`config.mk`:
```
export PLATFORM = sky130hd
export DESIGN_NAME = i2c_target_port
export DESIGN_NICKNAME = d
export VERILOG_FILES = /design/src/rtl/i2c_tp_pkg.sv /design/src/rtl/i2c_tp_sync.sv /design/src/rtl/i2c_tp_timeout.sv /design/src/rtl/i2c_target_port.sv
export SDC_FILE = /design/constraint.sdc
export NUM_CORES = 1
export LEC_CHECK = 0
export ABC_AREA = 1
export BUFFER_PORTS_ARGS = -buffer_cell sky130_fd_sc_hd__buf_2
export CORE_MARGIN = 2
export CORE_UTILIZATION = 52
export CTS_CLUSTER_SIZE = 30
export DETAILED_ROUTE_END_ITERATION = 8
export PLACE_DENSITY = 0.71
export SETUP_SLACK_MARGIN = 0.4
export SYNTH_ARGS = -nofsm -noshare
export SYNTH_HDL_FRONTEND = slang
export SYNTH_SLANG_ARGS = --single-unit
```
`constraint.sdc`:
```
create_clock -name clk -period 2.5 [get_ports clk]
set_clock_uncertainty 0.2 [all_clocks]
set_input_delay 0.375 -clock clk [delete_from_list [all_inputs] [get_ports clk]]
set_output_delay 0.375 -clock clk [all_outputs]
set_load 0.01 [all_outputs]
```
`src/rtl/i2c_tp_pkg.sv`:
```
package i2c_tp_pkg;
   localparam int BYTE_W = 8;
   localparam int ADDR_W = 7;
   localparam int CNT_W  = 4;

   typedef enum logic [2:0] {
      ST_IDLE,
      ST_ADDR,
      ST_AACK,
      ST_RX,
      ST_RACK,
      ST_TX,
      ST_TACK
   } tp_state_e;
endpackage

```
`src/rtl/i2c_tp_sync.sv`:
```
module i2c_tp_sync #(
   parameter int W      = 2,
   parameter int STAGES = 2
) (
   input  logic         clk,
   input  logic         rst_n,
   input  logic [W-1:0] d,
   output logic [W-1:0] q
);
   logic [W-1:0] chain [STAGES];

   for (genvar s = 0; s < STAGES; s++) begin : g_stage
      always_ff @(posedge clk or negedge rst_n) begin
         if (!rst_n) chain[s] <= '1;
         else if (s == 0) chain[s] <= d;
         else chain[s] <= chain[(s == 0) ? 0 : s-1];
      end
   end

   assign q = chain[STAGES-1];
endmodule

```
`src/rtl/i2c_tp_timeout.sv`:
```
module i2c_tp_timeout #(
   parameter int TMO_W = 16
) (
   input  logic             clk,
   input  logic             rst_n,
   input  logic             run,
   input  logic             restart,
   input  logic [TMO_W-1:0] limit,
   output logic             expired
);
   logic [TMO_W-1:0] cnt;

   always_ff @(posedge clk or negedge rst_n) begin
      if (!rst_n) cnt <= '0;
      else if (!run || restart) cnt <= '0;
      else if (cnt != '1) cnt <= cnt + 1'b1;
   end

   assign expired = run && !restart && (cnt >= limit);
endmodule

```
`src/rtl/i2c_target_port.sv`:
```
module i2c_target_port
   import i2c_tp_pkg::*;
#(
   parameter int TMO_W       = 16,
   parameter int SYNC_STAGES = 2
) (
   input  logic                clk,
   input  logic                rst_n,
   input  logic                en,
   input  logic [ADDR_W-1:0]   own_addr,
   input  logic [TMO_W-1:0]    tmo_limit,
   input  logic [BYTE_W-1:0]   tx_byte,
   input  logic                irq_clr,
   input  logic                sleeping,
   input  logic                wake_en,
   input  logic                scl_i,
   input  logic                sda_i,
   output logic                sda_oe,
   output logic [BYTE_W-1:0]   rx_byte,
   output logic                addr_hit,
   output logic                dir_rd,
   output logic                rx_nack,
   output logic                tmo_flag,
   output logic                irq,
   output logic                wake_req
);
   localparam logic [CNT_W-1:0] LAST_BIT = CNT_W'(BYTE_W);

   if (SYNC_STAGES < 2) begin : g_bad_sync
      $error("SYNC_STAGES must be at least 2");
   end
   if (TMO_W < 4) begin : g_bad_tmo
      $error("TMO_W must be at least 4");
   end

   logic [1:0]        line_s;
   logic              scl_s, sda_s, scl_d, sda_d;
   logic              scl_rise, scl_fall, start_c, stop_c;
   logic              tmo_exp, tmo_run;
   tp_state_e         state;
   logic [BYTE_W-1:0] shreg;
   logic [CNT_W-1:0]  bitcnt;

   i2c_tp_sync #(.W(2), .STAGES(SYNC_STAGES)) u_sync (
      .clk(clk), .rst_n(rst_n), .d({scl_i, sda_i}), .q(line_s)
   );
   assign scl_s = line_s[1];
   assign sda_s = line_s[0];

   always_ff @(posedge clk or negedge rst_n) begin
      if (!rst_n) begin
         scl_d <= 1'b1;
         sda_d <= 1'b1;
      end else begin
         scl_d <= scl_s;
         sda_d <= sda_s;
      end
   end

   assign scl_rise = scl_s & ~scl_d;
   assign scl_fall = ~scl_s & scl_d;
   assign start_c  = scl_s & scl_d & sda_d & ~sda_s;
   assign stop_c   = scl_s & scl_d & ~sda_d & sda_s;
   assign tmo_run  = en && (state != ST_IDLE) && !scl_s;

   i2c_tp_timeout #(.TMO_W(TMO_W)) u_tmo (
      .clk(clk), .rst_n(rst_n), .run(tmo_run),
      .restart(scl_rise | scl_fall), .limit(tmo_limit), .expired(tmo_exp)
   );

   always_ff @(posedge clk or negedge rst_n) begin
      if (!rst_n) begin
         state    <= ST_IDLE;
         shreg    <= '0;
         bitcnt   <= '0;
         sda_oe   <= 1'b0;
         rx_byte  <= '0;
         addr_hit <= 1'b0;
         dir_rd   <= 1'b0;
         rx_nack  <= 1'b0;
         tmo_flag <= 1'b0;
         irq      <= 1'b0;
         wake_req <= 1'b0;
      end else begin
         if (irq_clr) begin
            irq      <= 1'b0;
            addr_hit <= 1'b0;
            tmo_flag <= 1'b0;
         end
         if (!wake_en) wake_req <= 1'b0;

         if (!en) begin
            state  <= ST_IDLE;
            sda_oe <= 1'b0;
         end else if (tmo_exp) begin
            state    <= ST_IDLE;
            sda_oe   <= 1'b0;
            tmo_flag <= 1'b1;
            irq      <= 1'b1;
         end else if (start_c) begin
            state  <= ST_ADDR;
            bitcnt <= '0;
            sda_oe <= 1'b0;
         end else if (stop_c) begin
            state  <= ST_IDLE;
            sda_oe <= 1'b0;
         end else begin
            unique case (state)
               ST_ADDR: begin
                  if (scl_rise) begin
                     shreg  <= {shreg[BYTE_W-2:0], sda_s};
                     bitcnt <= bitcnt + 1'b1;
                  end else if (scl_fall && bitcnt == LAST_BIT) begin
                     bitcnt <= '0;
                     if (shreg[BYTE_W-1:1] == own_addr) begin
                        addr_hit <= 1'b1;
                        irq      <= 1'b1;
                        dir_rd   <= shreg[0];
                        sda_oe   <= 1'b1;
                        state    <= ST_AACK;
                        if (wake_en && sleeping) wake_req <= 1'b1;
                     end else begin
                        state <= ST_IDLE;
                     end
                  end
               end
               ST_AACK: begin
                  if (scl_rise) bitcnt <= 1;
                  else if (scl_fall && bitcnt == 1) begin
                     bitcnt <= '0;
                     if (dir_rd) begin
                        shreg  <= tx_byte;
                        sda_oe <= ~tx_byte[BYTE_W-1];
                        state  <= ST_TX;
                     end else begin
                        sda_oe <= 1'b0;
                        state  <= ST_RX;
                     end
                  end
               end
               ST_RX: begin
                  if (scl_rise) begin
                     shreg  <= {shreg[BYTE_W-2:0], sda_s};
                     bitcnt <= bitcnt + 1'b1;
                  end else if (scl_fall && bitcnt == LAST_BIT) begin
                     rx_byte <= shreg;
                     irq     <= 1'b1;
                     sda_oe  <= 1'b1;
                     bitcnt  <= '0;
                     state   <= ST_RACK;
                  end
               end
               ST_RACK: begin
                  if (scl_rise) bitcnt <= 1;
                  else if (scl_fall && bitcnt == 1) begin
                     sda_oe <= 1'b0;
                     bitcnt <= '0;
                     state  <= ST_RX;
                  end
               end
               ST_TX: begin
                  if (scl_rise) bitcnt <= bitcnt + 1'b1;
                  else if (scl_fall) begin
                     if (bitcnt == LAST_BIT) begin
                        sda_oe <= 1'b0;
                        bitcnt <= '0;
                        state  <= ST_TACK;
                     end else begin
                        shreg  <= {shreg[BYTE_W-2:0], 1'b0};
                        sda_oe <= ~shreg[BYTE_W-2];
                     end
                  end
               end
               ST_TACK: begin
                  if (scl_rise) begin
                     rx_nack <= sda_s;
                     irq     <= 1'b1;
                     bitcnt  <= 1;
                  end else if (scl_fall && bitcnt == 1) begin
                     bitcnt <= '0;
                     if (!rx_nack) begin
                        shreg  <= tx_byte;
                        sda_oe <= ~tx_byte[BYTE_W-1];
                        state  <= ST_TX;
                     end else begin
                        state <= ST_IDLE;
                     end
                  end
               end
               default: ;
            endcase
         end
      end
   end
endmodule

```
==> results.md <==
- The flow ran to the end, and the final reports show no timing, DRC or antenna violations.
- In this run, the combinational gates consume 34.2% of the power.
- The count of antenna-violating nets left after detailed routing is 0.
- The final max-slew violation count is 0.
- Using the TritonRoute via totals, the vias-per-cell ratio works out to 5.335.
- On the critical path, the stage with the largest delay is an instance of sky130_fd_sc_hd__dfstp_2.
- The clock root buffer is sky130_fd_sc_hd__clkbuf_8.
- The synthesized design contains 0 enable-type register cells.
- Power spread over the standard cell area amounts to 540.2 mW/mm^2.
- Static timing analysis puts the maximum clock frequency at a little under 500 MHz.
- The number of buffer cells added on primary ports is 53.
- The worst-case IR drop observed on VDD is ~0.64 mV.
- The final cycle utilization of the critical path is between 80% and 90%.
- The number of nets handed over by synthesis was approximately 540.
- The worst-skew pair later-pin latency is 310 ps.
- Counting cells, the worst reg-to-reg path comes to 9.
- 0 antenna diodes ended up in the layout.
- The number of buffers created by CTS is 5.
- Cell internal power was estimated by the tool at approximately 1600 uW.
- The data arrival time of the worst path is about 2100 ps.
- The first detailed-routing pass ran for 5 iterations.
- For this run, the slowest stage of the critical path takes ~590 ps.
- The number of placed I/O pins is 54.
- The first-pass GRT wire length is about 14 mm.
- The final critical-path required period is between 2000 and 2500 ps.
- The overall routing resource usage is a little under a quarter.
- At the pin with the least slew margin, the transition time is 408.9 ps.
- The kind of end point of the critical path is a register.
- The worst register-to-register path ends at shreg[4].
- From synthesis to final layout, the design area changed by 33.47%.
- The switching power is 941.2 uW.
- In this run, the number of DRC markers left after iteration 0 of detailed routing was 187.
- Of all nets on the critical path, the largest fanout is 8.
- In this run the most critical hold path is launched from wake_en.
- The number of antenna violations at the first check in global routing came to 0.
- The top cell types in the final layout, fill and taps aside, are sky130_fd_sc_hd__nand2_1, sky130_fd_sc_hd__inv_1, sky130_fd_sc_hd__buf_2.
- The startpoint identified for the worst register-to-register timing path is scl_d.
- The yosys synthesis warning count is 0.
- The die boundary height is 86.77 um.
- Summed over all failing endpoints, the final setup total negative slack is 0 ps.
- Dividing the detail-routed wire length by the instance count gives about 14 um.
- The worst slew margin relative to its limit is 72.53%.
- Across all register-to-register paths, the minimum setup slack is 430 ps.
- The maximum buffer depth of the clock tree is 2.
- TritonCTS built the clock tree.
- Of the cells placed in the final design, the portion with a size suffix greater than 1 is 35.36%.
- After detailed routing, the total wire length is slightly above 9 mm.
- The area enclosed by the die boundary is 0.007528 sq mm.
- Sequential cells burn 40.6% of the power.
- The critical path contains buffers and inverters numbering 2 combined.
- The tightest min-delay check is of the input pin to register type.
- The floorplan has 30 rows.
- Setup violations remaining at the end of the flow were counted as 0.
- The most frequently used flop master after synthesis is sky130_fd_sc_hd__dfrtp_1.
- The sequential-to-total area share from yosys stat is between 30% and 40%.
- The wire-length estimate of the detail-placed layout is 6.064 mm.
- The count of final hold-check violations is 0.
- The total chip power is approximately 2600 uW.
- The routability congestion estimate from global placement is 0.8839.
- The count of cell types in the netlist is 44.
- The residual DRC count is 0.
- The die extent in x is 86.77 um.
- Entering global routing, the biggest net connects 53 pins.
- Walking the worst path, the cells encountered are inv_2 > ha_4 > inv_4 > a21oi_1 > nand3b_4 > nor3_4 > nand3_4 > nand2_1 > nand2_1.
- The core footprint is approximately 0.0067 sq mm.
- The gate count after technology mapping is between 400 and 500.
- The instance count along the most critical hold path is 2.
- The tool flagged a number of max-cap violations equal to 0.
- The total via count in the routed design is 3505.
- The leakage power is 0.002420 uW.
- The sum of overflow across all layers after global routing is 0.
- Once the floorplan was initialized, standard cells occupied between 50 and 60% of the core.
- The proportion of total power due to net switching is 36.65%.
- Setup repair after global routing could not meet its margin everywhere.
- Counting every sink on the clock net gives 52.
- The post-place setup slack is about 180 ps.
- Among the stages of the critical path, the cell type that occurs most often is sky130_fd_sc_hd__nand2_1.
- In this run the mean area of a mapped cell was 7.390 sq um.
- Leaving out fill and tap cells, the most frequent cell in the layout is sky130_fd_sc_hd__nand2_1.
- The worst path meets setup with 434.4 ps of slack.
- The finished cells cover 0.004755 sq mm.
- Clock-pin slew was measured on the worst setup and hold paths at 100 ps.
- Synthesis inferred 52 register bits.
- The via count of the first global-routing pass is 3148.
- The netlist area before placement is 0.003562 sq mm.
- The filler-free cell count of the finished design is 657.
- The async set-reset flop share out of synthesis is 100.0%.
- The top cell family by delay on the critical path is simple AND/OR/NAND/NOR gates.
- The post-placement cell area is 0.003958 sq mm.
- The path with the worst hold slack has its endpoint at wake_req.
- Data on the critical path is required at its endpoint by around 2500 ps.
- The H-tree depth reported by CTS is 2.
- In this run, the clock network consumes 25.2% of the power.
- The type of the setup path with the least slack is register to register.
- The element type at the critical path start is a register.
- The instance count after placement with tap cells included is 617.
- For this run, the post-layout net count is 638.
-- synth_stat cells, drive strengths merged, types with 3 or more instances --
| cell type | instances | share of area [%] |
|---|---|---|
| nor3 | 12 | 2.3 |
| xor2 | 4 | 0.98 |
| a31oi | 4 | 0.70 |
| nor2 | 39 | 4.6 |
| nand3b | 3 | 0.98 |
| or2 | 4 | 0.70 |
| nor4 | 3 | 0.53 |
| nand3 | 26 | 4.6 |
| buf | 7 | 1.5 |
| nand2 | 149 | 16 |
| a21oi | 19 | 2.8 |
| dfstp | 6 | 4.4 |
| inv | 68 | 7.2 |
| dfrtp | 46 | 32 |
| ha | 23 | 8.1 |
| o21ai | 39 | 6.3 |
| nand4 | 18 | 3.3 |
-- worst register-to-register path, delay by kind of cell (launching register included) --
| family | cells | cell delay, ps |
|---|---|---|
| DFF | 1 | 590 |
| AOI/OAI and AO/OA | 1 | 50 |
| and+or+nand+nor | 5 | 830 |
| buffers and inverters | 2 | 120 |
| adders and majority gates | 1 | 170 |
-- worst max-delay path by stage --
stage,start,end,slack [ps],depth (start not counted)
after floorplan,scl_d,shreg[0],480,10
after CTS,bitcnt[0],rx_byte[0],390,11
after global routing,u_tmo.cnt[13],shreg[4],350,10
after detailed placement,tmo_limit[3],rx_byte[3],180,15
after global placement,tmo_limit[7],rx_byte[6],240,15
final,scl_d,shreg[4],430,9
-- stage by stage --
step / utilization, % / hold slack, ps
after floorplan: - / -120.6
after detailed placement: 58.90 / 147.0
after CTS: 62.25 / 105.5
after global placement: 58.90 / 145.9
final: 70.76 / 110.9
after global routing: 70.76 / 100.3
-- cell families after synthesis --
kind of cell    after synthesis  synth area share [%]
fa+ha+maj                    23                 8.079
flops                        52                 36.74
buf+inv                      77                 8.886
simple gates                256                 33.65
xor+xnor                      5                 1.229
compound gates               69                 11.42
-- power groups by stage --
stage / clock network [uW] / logic [uW] / registers (uW)
after floorplan: 0 / 559 / 1030
after global placement: 0 / 724 / 1050
after detailed placement: 0 / 738 / 1060
after CTS: 656 / 753 / 1040
after global routing: 690 / 983 / 1060
final: 646 / 879 / 1040
-- sequential cells by signal, summed over array words and instances, names as in the netlist, 2 cells and up --
signal        flops
u_tmo.cnt        16
state             3
shreg             8
u_sync.q          2
bitcnt            4
u_sync.chain      2
rx_byte           8
-- layout make-up --
class,count,area [sq um]
Clock buffer,7,96.34
Clock inverter,1,30.03
Fill cell,520,1964
Inverter,69,261.5
Multi-Input combinational cell,355,2331
Sequential cell,52,1314
Tap cell,80,100.1
Timing Repair Buffer,93,621.8
-- per-layer routing --
metal	vias up	GRT usage, %	part of all wire, %
met5	-	0	0
met4	0	7.528	2.1
met3	22	3.333	5.1
met2	130	37.97	47
met1	1601	30.76	46
li1	1752	-	-
-- timing repair --
action                                  CTS  global route
resized for setup                         3            83
hold buffers                              3             0
setup buffers                             8            18
endpoints found under the setup margin   15            39
pin swaps                                 1            20
cloned                                    0             3
hold endpoints to repair                 48             0
No activity file was read; power rests on OpenSTA's default activity.
